$ cat src/rtl/ioc_pkg.sv
package ioc_pkg;
  localparam int unsigned IOC_PORT_W   = 8;
  localparam int unsigned IOC_WATCH_LO = 4;
  localparam int unsigned IOC_WATCH_HI = 7;

  function automatic logic [IOC_PORT_W-1:0] watch_mask(int unsigned lo, int unsigned hi);
    logic [IOC_PORT_W-1:0] m;
    m = '0;
    for (int unsigned i = 0; i < IOC_PORT_W; i++) begin
      if (i >= lo && i <= hi) m[i] = 1'b1;
    end
    return m;
  endfunction
endpackage

$ cat src/rtl/ioc_snapshot.sv
module ioc_snapshot #(
  parameter int unsigned PORT_W = 8
) (
  input  logic              clk_i,
  input  logic              rst_ni,
  input  logic [PORT_W-1:0] pins_i,
  input  logic              rd_port_i,
  output logic [PORT_W-1:0] snap_o,
  output logic              valid_o
);
  logic [PORT_W-1:0] snap_q;
  logic              valid_q;

  // first edge after reset captures the pins, later edges only on a read
  always_ff @(posedge clk_i or negedge rst_ni) begin
    if (!rst_ni) begin
      snap_q  <= '0;
      valid_q <= 1'b0;
    end else begin
      if (!valid_q || rd_port_i) snap_q <= pins_i;
      valid_q <= 1'b1;
    end
  end

  assign snap_o  = snap_q;
  assign valid_o = valid_q;
endmodule

$ cat src/rtl/ioc_compare.sv
module ioc_compare #(
  parameter int unsigned         PORT_W     = 8,
  parameter logic [PORT_W-1:0]   WATCH_MASK = 8'hF0
) (
  input  logic [PORT_W-1:0] pins_i,
  input  logic [PORT_W-1:0] snap_i,
  input  logic [PORT_W-1:0] dir_i,
  input  logic              valid_i,
  output logic              mism_o
);
  logic [PORT_W-1:0] diff;

  assign diff   = (pins_i ^ snap_i) & dir_i & WATCH_MASK;
  assign mism_o = valid_i & (|diff);
endmodule

$ cat src/rtl/ioc_flag.sv
module ioc_flag (
  input  logic clk_i,
  input  logic rst_ni,
  input  logic set_i,
  input  logic clr_i,
  output logic flag_o
);
  logic flag_q;

  // set wins over clear
  always_ff @(posedge clk_i or negedge rst_ni) begin
    if (!rst_ni) flag_q <= 1'b0;
    else         flag_q <= set_i | (flag_q & ~clr_i);
  end

  assign flag_o = flag_q;
endmodule

$ cat src/rtl/port_change_ioc.sv
module port_change_ioc
  import ioc_pkg::*;
#(
  parameter int unsigned PORT_W   = IOC_PORT_W,
  parameter int unsigned WATCH_LO = IOC_WATCH_LO,
  parameter int unsigned WATCH_HI = IOC_WATCH_HI
) (
  input  logic              clk_i,
  input  logic              rst_ni,
  input  logic [PORT_W-1:0] pins_i,
  input  logic [PORT_W-1:0] dir_i,
  input  logic              rd_port_i,
  input  logic              clr_flag_i,
  input  logic              int_en_i,
  output logic              flag_o,
  output logic              irq_o,
  output logic              wake_o
);
  localparam logic [PORT_W-1:0] WatchMask = PORT_W'(watch_mask(WATCH_LO, WATCH_HI));

  logic [PORT_W-1:0] snap;
  logic              snap_valid;
  logic              mism_any;
  logic              flag;

  ioc_snapshot #(.PORT_W(PORT_W)) u_snap (
    .clk_i     (clk_i),
    .rst_ni    (rst_ni),
    .pins_i    (pins_i),
    .rd_port_i (rd_port_i),
    .snap_o    (snap),
    .valid_o   (snap_valid)
  );

  ioc_compare #(.PORT_W(PORT_W), .WATCH_MASK(WatchMask)) u_cmp (
    .pins_i  (pins_i),
    .snap_i  (snap),
    .dir_i   (dir_i),
    .valid_i (snap_valid),
    .mism_o  (mism_any)
  );

  ioc_flag u_flag (
    .clk_i  (clk_i),
    .rst_ni (rst_ni),
    .set_i  (mism_any),
    .clr_i  (clr_flag_i),
    .flag_o (flag)
  );

  assign flag_o = flag;
  assign irq_o  = flag & int_en_i;
  assign wake_o = flag;
endmodule

$ cat config.mk
export PLATFORM = sky130hd
export DESIGN_NAME = port_change_ioc
export DESIGN_NICKNAME = d
export VERILOG_FILES = /design/src/rtl/ioc_pkg.sv /design/src/rtl/ioc_snapshot.sv /design/src/rtl/ioc_compare.sv /design/src/rtl/ioc_flag.sv /design/src/rtl/port_change_ioc.sv
export SDC_FILE = /design/constraint.sdc
export NUM_CORES = 1
export LEC_CHECK = 0
export BUFFER_PORTS_ARGS = -buffer_cell sky130_fd_sc_hd__buf_4
export CAP_MARGIN = 20
export CELL_PAD_IN_SITES_DETAIL_PLACEMENT = 1
export CELL_PAD_IN_SITES_GLOBAL_PLACEMENT = 1
export CORE_AREA = 2 2 39 41
export DETAILED_ROUTE_END_ITERATION = 12
export DIE_AREA = 0 0 41 43
export MAX_ROUTING_LAYER = met4
export PLACE_DENSITY = 0.75
export SLEW_MARGIN = 20
export SYNTH_ARGS = -nofsm -noshare
export SYNTH_HDL_FRONTEND = slang
export SYNTH_SLANG_ARGS = --single-unit
$ cat constraint.sdc
create_clock -name clk_i -period 1.9 [get_ports clk_i]
set_input_delay 0.285 -clock clk_i [delete_from_list [all_inputs] [get_ports clk_i]]
set_output_delay 0.285 -clock clk_i [all_outputs]
set_load 0.02 [all_outputs]
==> run metrics, run 1 <==
status=completed; R2R Setup Slk=0.82 ns; Critical Path RT=1.62 ns; WS Path Type=reg2out; Final Max Slew Viols=0; crit path from=u_flag.flag_o; max incr delay on CP=0.39 ns; Synth top cells by count=dfrtp_1, mux2_2, xor2_1; largest net degree at the start of global routing=7; Via density=4.070; Max Cap Viol=0; Die ar.=0.001763 mm^2; initial antenna violation count=0; CP arrival=0.93 ns; worst reg2reg startpoint=u_snap.snap_o[4]; first-pass GRT wire length=890 um; post-synth top area cell=dfrtp_1; layout cell share with drive strength beyond 1=53.66%; CTS H-tree depth=1; syn avg cell area=12.40 um^2; Distinct cells, synth=10; fmax=0.8248 GHz; crit end category=output pin; Main synth FF type=dfrtp_1; critical path peak fanout=4; Starting Density=20.61%; Post-CTS Setup Inserts=0; cts repair resizes=0; ANT nets after route=0; most frequent cell after synthesis=dfrtp_1; Final setup viols=0; total track usage=8.714%; area share of the largest cell type after synthesis=52.63%; Fin. Hold Viols=0; pwr/cell area=778.9 mW/mm^2; clock buffer depth=2; Nets=64; # IOs=24; Area Overhead vs Synth=55.26%; final hold slack=0.2027 ns; ys async rst share=100.0%; Layout fillers=158; Std-Cell Rows=14; Congestion Overflow GR=0; Worst setup endpoint=irq_o; leakage=0.2178 nW; Tcrit/Tclk final=63.81%; Post-Syn Nets=44; die width=41 um; DRT Pass-1 Iters=4; clock skew=0.001465 ns; CTS Hold Buffers Added=1; DRT iter0 DRCs=2; Sink Count=6; final core occ=32.01%; Clk pin slew, worst setup/hold paths=0.05 ns; n_diodes=0; critical-path cell list=and2_1, buf_4; synthesized cell area=285.3 um^2; Min Clock Period, post-route=1.212 ns; root buf cell=clkbuf_4; Worst Reg-to-Reg Cells=4; CP Launch Type=register; TritonCTS buffer count=3; Routability Congestion=0.6278; WL/cell=10.82 um; Synth area leaders=dfrtp_1, mux2_2, xor2_1; post-DP HPWL=522.9 um; final setup TNS=0 ns; DRC=0; RSZ-0062 raised after global routing=no; FF+latch area=150.1 um^2; vias in the first global route=245; Clock Latency Late Sink=0.24 ns; register area share after synthesis=52.63%; CORE AREA=0.001384 mm^2; via total after detailed routing=232; YS warnings=0; CTS tree=done; VDD IR max=256.3 uV; RR Endpoint=u_flag.flag_o; Mapped Cells=23; drt total wl=617 um; Crit-path slowest cell=dfrtp_1; Port Buf Inserts=15; die height=43 um; Multi-input gate area=123.9 um^2; Hold WC Path Type=in2reg; number of synthesized flops with an enable pin=0; register bit count reported by yosys=6
-- critical path, delay by kind of cell, from the launching register on --
family | cells | cell delay [ns]
simple gates | 1 | 0.14
flops | 1 | 0.39
buf+inv | 1 | 0.15
-- per-stage QoR --
step                setup WS, ns  area (um^2)  std cells  power (W)
global route              0.6314        442.9         57  0.0003680
CTS                       0.6693        442.9         57  0.0003521
floorplan                 0.8773        285.3         23  0.0001910
global placement          0.8121        410.4         53  0.0002258
finish                    0.6876        442.9         57  0.0003450
detailed placement        0.8202        410.4         53  0.0002293
-- state kept, by name, indices dropped and copies added, names as in the netlist --
register,cells
u_flag.flag_o,1
u_snap.snap_o,4
u_snap.valid_o,1
-- final cells by class --
class | instances | share of cell area (%)
well taps | 16 | 4.520
inverters | 1 | 0.8475
clock buffers | 3 | 5.085
multi-input cells | 15 | 27.97
repair buffers | 16 | 27.68
flip-flops and latches | 6 | 33.90
-- cells in the final DEF (no fill, tap or decap) --
| cell | count |
|---|---|
| dlygate4sd3_1 | 1 |
| and2_1 | 1 |
| o21ai_1 | 2 |
| xor2_1 | 4 |
| nand2b_1 | 1 |
| mux2_2 | 4 |
| clkbuf_4 | 3 |
| buf_4 | 15 |
| dfrtp_1 | 6 |
| inv_1 | 1 |
| a22o_1 | 2 |
| conb_1 | 1 |
-- worst min-delay path by stage --
stage	to	start	slack (ns)	cells after the start
6_report	u_flag.flag_o	clr_flag_i	0.20	2
5_1_grt	u_flag.flag_o	clr_flag_i	0.20	2
4_1_cts	u_flag.flag_o	clr_flag_i	0.20	2
3_5_place_dp	u_snap.snap_o[4]	rst_ni	0.1	1
3_3_place_gp	u_snap.snap_o[4]	rst_ni	0.1	1
2_1_floorplan	u_flag.flag_o	rst_ni	-0.01	0
-- layer usage --
| layer | up-vias | GRT usage, % | routed length [um] |
|---|---|---|---|
| met5 | - | - | 0 |
| met4 | 0 | 8.000 | 8 |
| met3 | 2 | 4.712 | 55 |
| met2 | 12 | 12.50 | 345 |
| met1 | 104 | 7.591 | 207 |
| li1 | 114 | - | - |
-- power by group --
| group | total (W) | switching (W) | leakage, nW | internal, W |
|---|---|---|---|---|
| clock network | 0.000118 | 0.0000466 | 0.0138 | 0.0000715 |
| registers | 0.000148 | 0.00000820 | 0.0699 | 0.000140 |
| logic | 0.0000789 | 0.0000327 | 0.134 | 0.0000462 |
| total | 0.000345 | 0.0000875 | 0.218 | 0.000257 |
-- cell families after synthesis --
family	Yosys count	synth area share (%)
AOI/OAI and AO/OA	4	9.650
buffers and inverters	2	3.947
muxes	4	15.79
DFF	6	52.63
other	1	1.315
and+or+nand+nor	2	4.389
xor gates and xnor gates	4	12.28
Power figures use the tool's default switching activity.
==> run 2: changes to the inputs <==
CORE_AREA = default   (was 2 2 39 41)
CORE_UTILIZATION = 21   (was default)
DIE_AREA = default   (was 0 0 41 43)
PLACE_DENSITY = 0.76   (was 0.75)
clock period = 1.1 ns   (was 1.9 ns; I/O delays follow)
==> run 2 against run 1 <==
  * Total power increased by 73%
  * First-iteration DRC count unchanged
  * Sequential share of layout area is 0.38 points lower
  * Global-route usage grew 0.65 points
  * Clock power increased by 68%
  * Cell area is 1.1% higher
  * Via count is 3.0% higher
  * Cell count decreased by 1.8%
  * Register-to-register slack worse by 0.78 ns
==> run metrics, run 2 (synthesis results as in run 1) <==
final core occ=37.76% (was 32.01%); VDD IR max=643.8 uV (was 256.3 uV); RSZ-0062 raised after global routing=no (unchanged); Layout fillers=136 (was 158); critical path peak fanout=3 (was 4); CTS H-tree depth=1 (unchanged); RR Endpoint=u_flag.flag_o (unchanged); die width=38.86 um (was 41 um); CTS tree=done (unchanged); DRT Pass-1 Iters=2 (was 4); hold path cells=2 (unchanged); max incr delay on CP=0.37 ns (was 0.39 ns); initial antenna violation count=0 (unchanged); clock skew=0.004250 ns (was 0.001465 ns); Area Overhead vs Synth=57.02% (was 55.26%); Final Max Slew Viols=0 (unchanged); Final setup viols=0 (unchanged); # IOs=24 (unchanged); worst hold start=clr_flag_i (unchanged); root buf cell=clkbuf_4 (unchanged); WS Path Type=reg2out (unchanged); first-pass GRT wire length=841 um (was 890 um); Clock Latency Late Sink=0.24 ns (about the same); commonest non-fill, non-tap cell in the layout=buf_4 (unchanged); Max Cap Viol=0 (unchanged); fin area=447.9 um^2 (was 442.9 um^2); status=completed (unchanged); crit path from=u_flag.flag_o (unchanged); layer with the highest usage=met2 (unchanged); WL/cell=9.554 um (was 10.82 um); Die ar.=0.001510 mm^2 (was 0.001763 mm^2); Nets=65 (was 64); ANT nets after route=0 (unchanged); die height=38.86 um (was 43 um); CORE AREA=0.001186 mm^2 (was 0.001384 mm^2); layout cell share with drive strength beyond 1=54.76% (was 53.66%); cts repair resizes=0 (unchanged); final setup TNS=0 ns (unchanged); number of flip-flops under the largest register name=4 (unchanged); pwr/cell area=1331 mW/mm^2 (was 778.9 mW/mm^2); most frequent cells in the layout=buf_4, dfrtp_1, xor2_1, mux2_2, clkbuf_4 (unchanged); largest net degree at the start of global routing=7 (unchanged); leakage=0.2226 nW (was 0.2178 nW); CP arrival=0.89 ns (was 0.93 ns); DRC=0 (unchanged); crit end category=output pin (unchanged); Via density=4.268 (was 4.070); via total after detailed routing=239 (was 232); Fin. Hold Viols=0 (unchanged); met1 Resource Use GR=9.187% (was 7.591%); total track usage=9.360% (was 8.714%); Hold WC Path Type=in2reg (unchanged); fmax=0.9442 GHz; Worst path most repeated cell=buf_4; Starting Density=24.05% (was 20.61%); Sink Count=6 (unchanged); critical-path cell list=buf_4, buf_4 (was and2_1, buf_4); Worst Reg-to-Reg Cells=4 (unchanged); drt total wl=535 um (was 617 um); DP Area=407.9 um^2 (was 410.4 um^2); Port Buf Inserts=15 (unchanged); Clk pin slew, worst setup/hold paths=0.04 ns (was 0.05 ns); Crit-path slowest cell=dfrtp_1 (unchanged); clock buffer depth=2 (unchanged); CP Launch Type=register (unchanged); Routability Congestion=0.6591 (was 0.6278); n_diodes=0 (unchanged); Std-Cell Rows=12 (was 14); GR Util met2=13.33% (was 12.50%); Tcrit/Tclk final=96.28%; vias in the first global route=223 (was 245); Critical Path RT=0.94 ns (was 1.62 ns); Min Clock Period, post-route=1.059 ns; GR Util met3=6.936% (was 4.712%); worst reg2reg startpoint=u_snap.snap_o[5] (was u_snap.snap_o[4]); Congestion Overflow GR=0 (unchanged); TritonCTS buffer count=3 (unchanged); R2R Setup Slk=0.04 ns (was 0.82 ns); Hold EP=u_flag.flag_o (unchanged); DRT iter0 DRCs=2 (unchanged)
==> run 2: cell types whose count changed in the layout (fill, tap and decap cells not counted), sizes merged <==
cell / before / now
buf: 15 / 16
==> run 2: area by class of cell <==
cell class | count | area [um^2] | share of cell area [%]
clock buffers | 3 | 22.52 | 5.028
inverters | 1 | 3.754 | 0.8380
multi-input cells | 15 | 123.9 | 27.65
flip-flops and latches | 6 | 150.1 | 33.52
well taps | 14 | 17.52 | 3.911
repair buffers | 17 | 130.1 | 29.05
==> run 2: metrics by stage <==
step / instances / setup slack (ns) / total power [W] / hold WS [ns]
after global placement: 51 / 0.03386 / 0.0003906 / -0.02375
after detailed placement: 51 / 0.02125 / 0.0003932 / -0.02354
final: 56 / 0.04095 / 0.0005964 / 0.08733
after CTS: 56 / 0.006509 / 0.0006102 / 0.08087
after floorplan: 23 / 0.07732 / 0.0003299 / -0.1306
after global routing: 56 / 0.001349 / 0.0006398 / 0.07518
==> run 2: timing repair <==
item                                    in CTS  in global routing
hold buffers                                 1                  0
cloned                                       0                  0
endpoints found under the setup margin       1                  1
pin swaps                                    0                  4
buffers inserted                             1                  0
hold endpoints to repair                     6                  0
==> run 2: metal layers <==
metal | routed length [um] | vias to the layer above | part of all wire, %
met2 | 269 | 13 | 50
met5 | 0 | - | 0
li1 | - | 115 | -
met3 | 57 | 0 | 11
met1 | 208 | 111 | 39
met4 | 0 | 0 | 0
==> run 2: worst max-delay path: cells and delay by family (launching register included) <==
family / cells / cell delay (ns)
DFF: 1 / 0.37
buffers and inverters: 2 / 0.29
==> run 2: report_power, final <==
part / internal [W] / switching [W]
combinational: 0.0000865 / 0.0000603
sequential: 0.000241 / 0.0000105
clock: 0.000123 / 0.0000746
total: 0.000451 / 0.000145
==> run 2: how the worst max path moves through the flow <==
stage / endpoint / slack [ns]
floorplan: u_flag.flag_o / 0.08
global placement: u_flag.flag_o / 0.03
detailed placement: u_flag.flag_o / 0.02
CTS: u_flag.flag_o / 0.007
global route: irq_o / 0.001
finish: wake_o / 0.04
==> run 3: changes to the inputs <==
REMOVE_ABC_BUFFERS = 1   (was default)
==> run 3 against run 2 <==
  * Highest routed layer is now met4
  * Total power rose by 2.0%
  * Largest cell class unchanged
  * Non-clock buffer count is the same
  * Clock power hardly changed
  * Global-route usage is 1.2 points higher
  * Setup slack worse by 0.034 ns
  * Register-to-register slack is essentially flat
  * Flip-flop and latch count did not move
  * First-iteration DRC count down 100%
  * Cell area up 2.2%
  * Critical path depth stayed put
  * Combinational power increased by 5%
  * Sequential power grew 2%
  * Critical endpoint is now irq_o
==> run metrics, run 3 (synthesis results as in run 1) <==
DP Worst Slack=0.02427 ns (was 0.02125 ns); WL/cell=10.71 um (was 9.554 um); Hold EP=u_flag.flag_o (unchanged); Congestion Overflow GR=0 (unchanged); CP Launch Type=register (unchanged); n_diodes=0 (unchanged); RSZ-0062 raised after global routing=yes (was no); Tcrit/Tclk final=99.33% (was 96.28%); DRT Pass-1 Iters=1 (was 2); WS Path Type=reg2out (unchanged); TritonCTS buffer count=3 (unchanged); worst hold start=clr_flag_i (unchanged); vias in the first global route=270 (was 223); Worst Reg-to-Reg Cells=4 (unchanged); worst reg2reg startpoint=u_snap.snap_o[5] (unchanged); Sw Share=24.48% (was 24.37%); first-pass GRT wire length=1000 um (was 841 um); FF+latch area=150.1 um^2 (unchanged); die height=38.86 um (unchanged); CP arrival=0.93 ns (was 0.89 ns); fmax=0.9153 GHz (was 0.9442 GHz); crit end category=output pin (unchanged); drt total wl=600 um (was 535 um); final setup TNS=0 ns (unchanged); Multi-input gate area=126.4 um^2 (was 123.9 um^2); Clock Latency Late Sink=0.24 ns (about the same); DP Area=407.9 um^2 (unchanged); DRT iter0 DRCs=0 (was 2); leakage=0.2267 nW (was 0.2226 nW); RR Endpoint=u_flag.flag_o (unchanged); VDD IR max=648.2 uV (was 643.8 uV); layout cell share with drive strength beyond 1=57.14% (was 54.76%); Clk pin slew, worst setup/hold paths=0.04 ns (about the same); DRC=0 (unchanged); Final Max Slew Viols=0 (unchanged); fin area=457.9 um^2 (was 447.9 um^2); NetSw=0.0001490 W (was 0.0001454 W); # IOs=24 (unchanged); critical path peak fanout=4 (was 3); post-DP HPWL=443.2 um; clock skew=0.003515 ns (was 0.004250 ns); Final setup viols=0 (unchanged); Critical Path RT=0.94 ns (about the same); hold path cells=2 (unchanged); Port Buf Inserts=15 (unchanged); Area Overhead vs Synth=60.53% (was 57.02%); most frequent cells in the layout=buf_4, dfrtp_1, xor2_1, mux2_2, clkbuf_4 (unchanged); ANT nets after route=0 (unchanged); Max Cap Viol=0 (unchanged); Hold WC Path Type=in2reg (unchanged); die width=38.86 um (unchanged); largest net degree at the start of global routing=7 (unchanged); Layout fillers=132 (was 136); Die ar.=0.001510 mm^2 (unchanged); root buf cell=clkbuf_4 (unchanged); Min Clock Period, post-route=1.093 ns (was 1.059 ns); number of flip-flops under the largest register name=4 (unchanged); R2R Setup Slk=0.03 ns (was 0.04 ns); clock buffer depth=2 (unchanged); Std-Cell Rows=12 (unchanged); Starting Density=24.05% (unchanged); via total after detailed routing=242 (was 239); CORE AREA=0.001186 mm^2 (unchanged); Final Worst Setup Slack=0.007409 ns (was 0.04095 ns); final core occ=38.61% (was 37.76%); pwr/cell area=1329 mW/mm^2 (was 1331 mW/mm^2); clock network power share=32.5% (was 33.1%); Fin. Hold Viols=0 (unchanged); Via density=4.321 (was 4.268); sequential share of power=42.0% (was 42.2%); Comb pwr share=25.5% (was 24.6%); status=completed (unchanged); Nets=65 (unchanged); P_int=0.0004595 W (was 0.0004510 W); total track usage=10.59% (was 9.360%); CTS tree=done (unchanged); Sink Count=6 (unchanged); Routability Congestion=0.6379 (was 0.6591); initial antenna violation count=0 (unchanged); commonest non-fill, non-tap cell in the layout=buf_4 (unchanged); CTS H-tree depth=1 (unchanged)
run 3: cell counts in the layout (fill, tap and decap cells not counted):
Identical to the previous run, type by type.
run 3: worst max-delay path by stage:
stage	to	from	cells past startpoint
floorplan	u_flag.flag_o	u_snap.snap_o[4]	4
global placement	u_flag.flag_o	u_snap.snap_o[4]	4
detailed placement	u_flag.flag_o	u_snap.snap_o[4]	4
CTS	irq_o	u_flag.flag_o	2
global route	u_flag.flag_o	u_snap.snap_o[4]	4
finish	irq_o	u_flag.flag_o	2
run 3: worst max-delay path: stages (launching register included):
cell and delay [ns]:
dfrtp_1 0.40, and2_4 0.17, buf_6 0.12
run 3: power by group through the flow:
stage          clock [W]  combinational, W  sequential, W
5_1_grt         0.000223          0.000172       0.000259
3_3_place_gp           0          0.000132       0.000258
3_5_place_dp           0          0.000134       0.000259
4_1_cts         0.000207          0.000139       0.000255
2_1_floorplan          0         0.0000516       0.000270
6_report        0.000197          0.000155       0.000256
run 3: metrics by stage:
step | total power [W] | hold WS, ns | cells
6_report | 0.0006085 | 0.09755 | 56
5_1_grt | 0.0006549 | 0.1019 | 56
4_1_cts | 0.0006019 | 0.1010 | 55
3_5_place_dp | 0.0003926 | -0.02359 | 51
3_3_place_gp | 0.0003903 | -0.02413 | 51
2_1_floorplan | 0.0003221 | -0.1306 | 22
run 3: final cells by class:
class / instances / share of cell area (%)
inverters: 1 / 0.8197
well taps: 14 / 3.825
clock buffers: 3 / 4.918
flip-flops and latches: 6 / 32.79
repair buffers: 17 / 30.05
multi-input cells: 15 / 27.60
run 3: timing repair:
item,CTS,global route
gates resized for setup,0,3
endpoints found under the hold margin,6,0
cloned,0,0
buffers inserted,0,1
pin swaps,5,1
setup endpoints to repair,1,2
hold buffers,1,0
run 3: routing by layer:
metal	wire length, um	vias to the layer above	share of wire [%]	GRT usage [%]
li1	-	115	-	-
met1	207	116	35	8.481
met2	343	9	57	19.58
met3	43	2	7.2	6.936
met4	6	0	1.0	2.586
met5	0	-	0	-
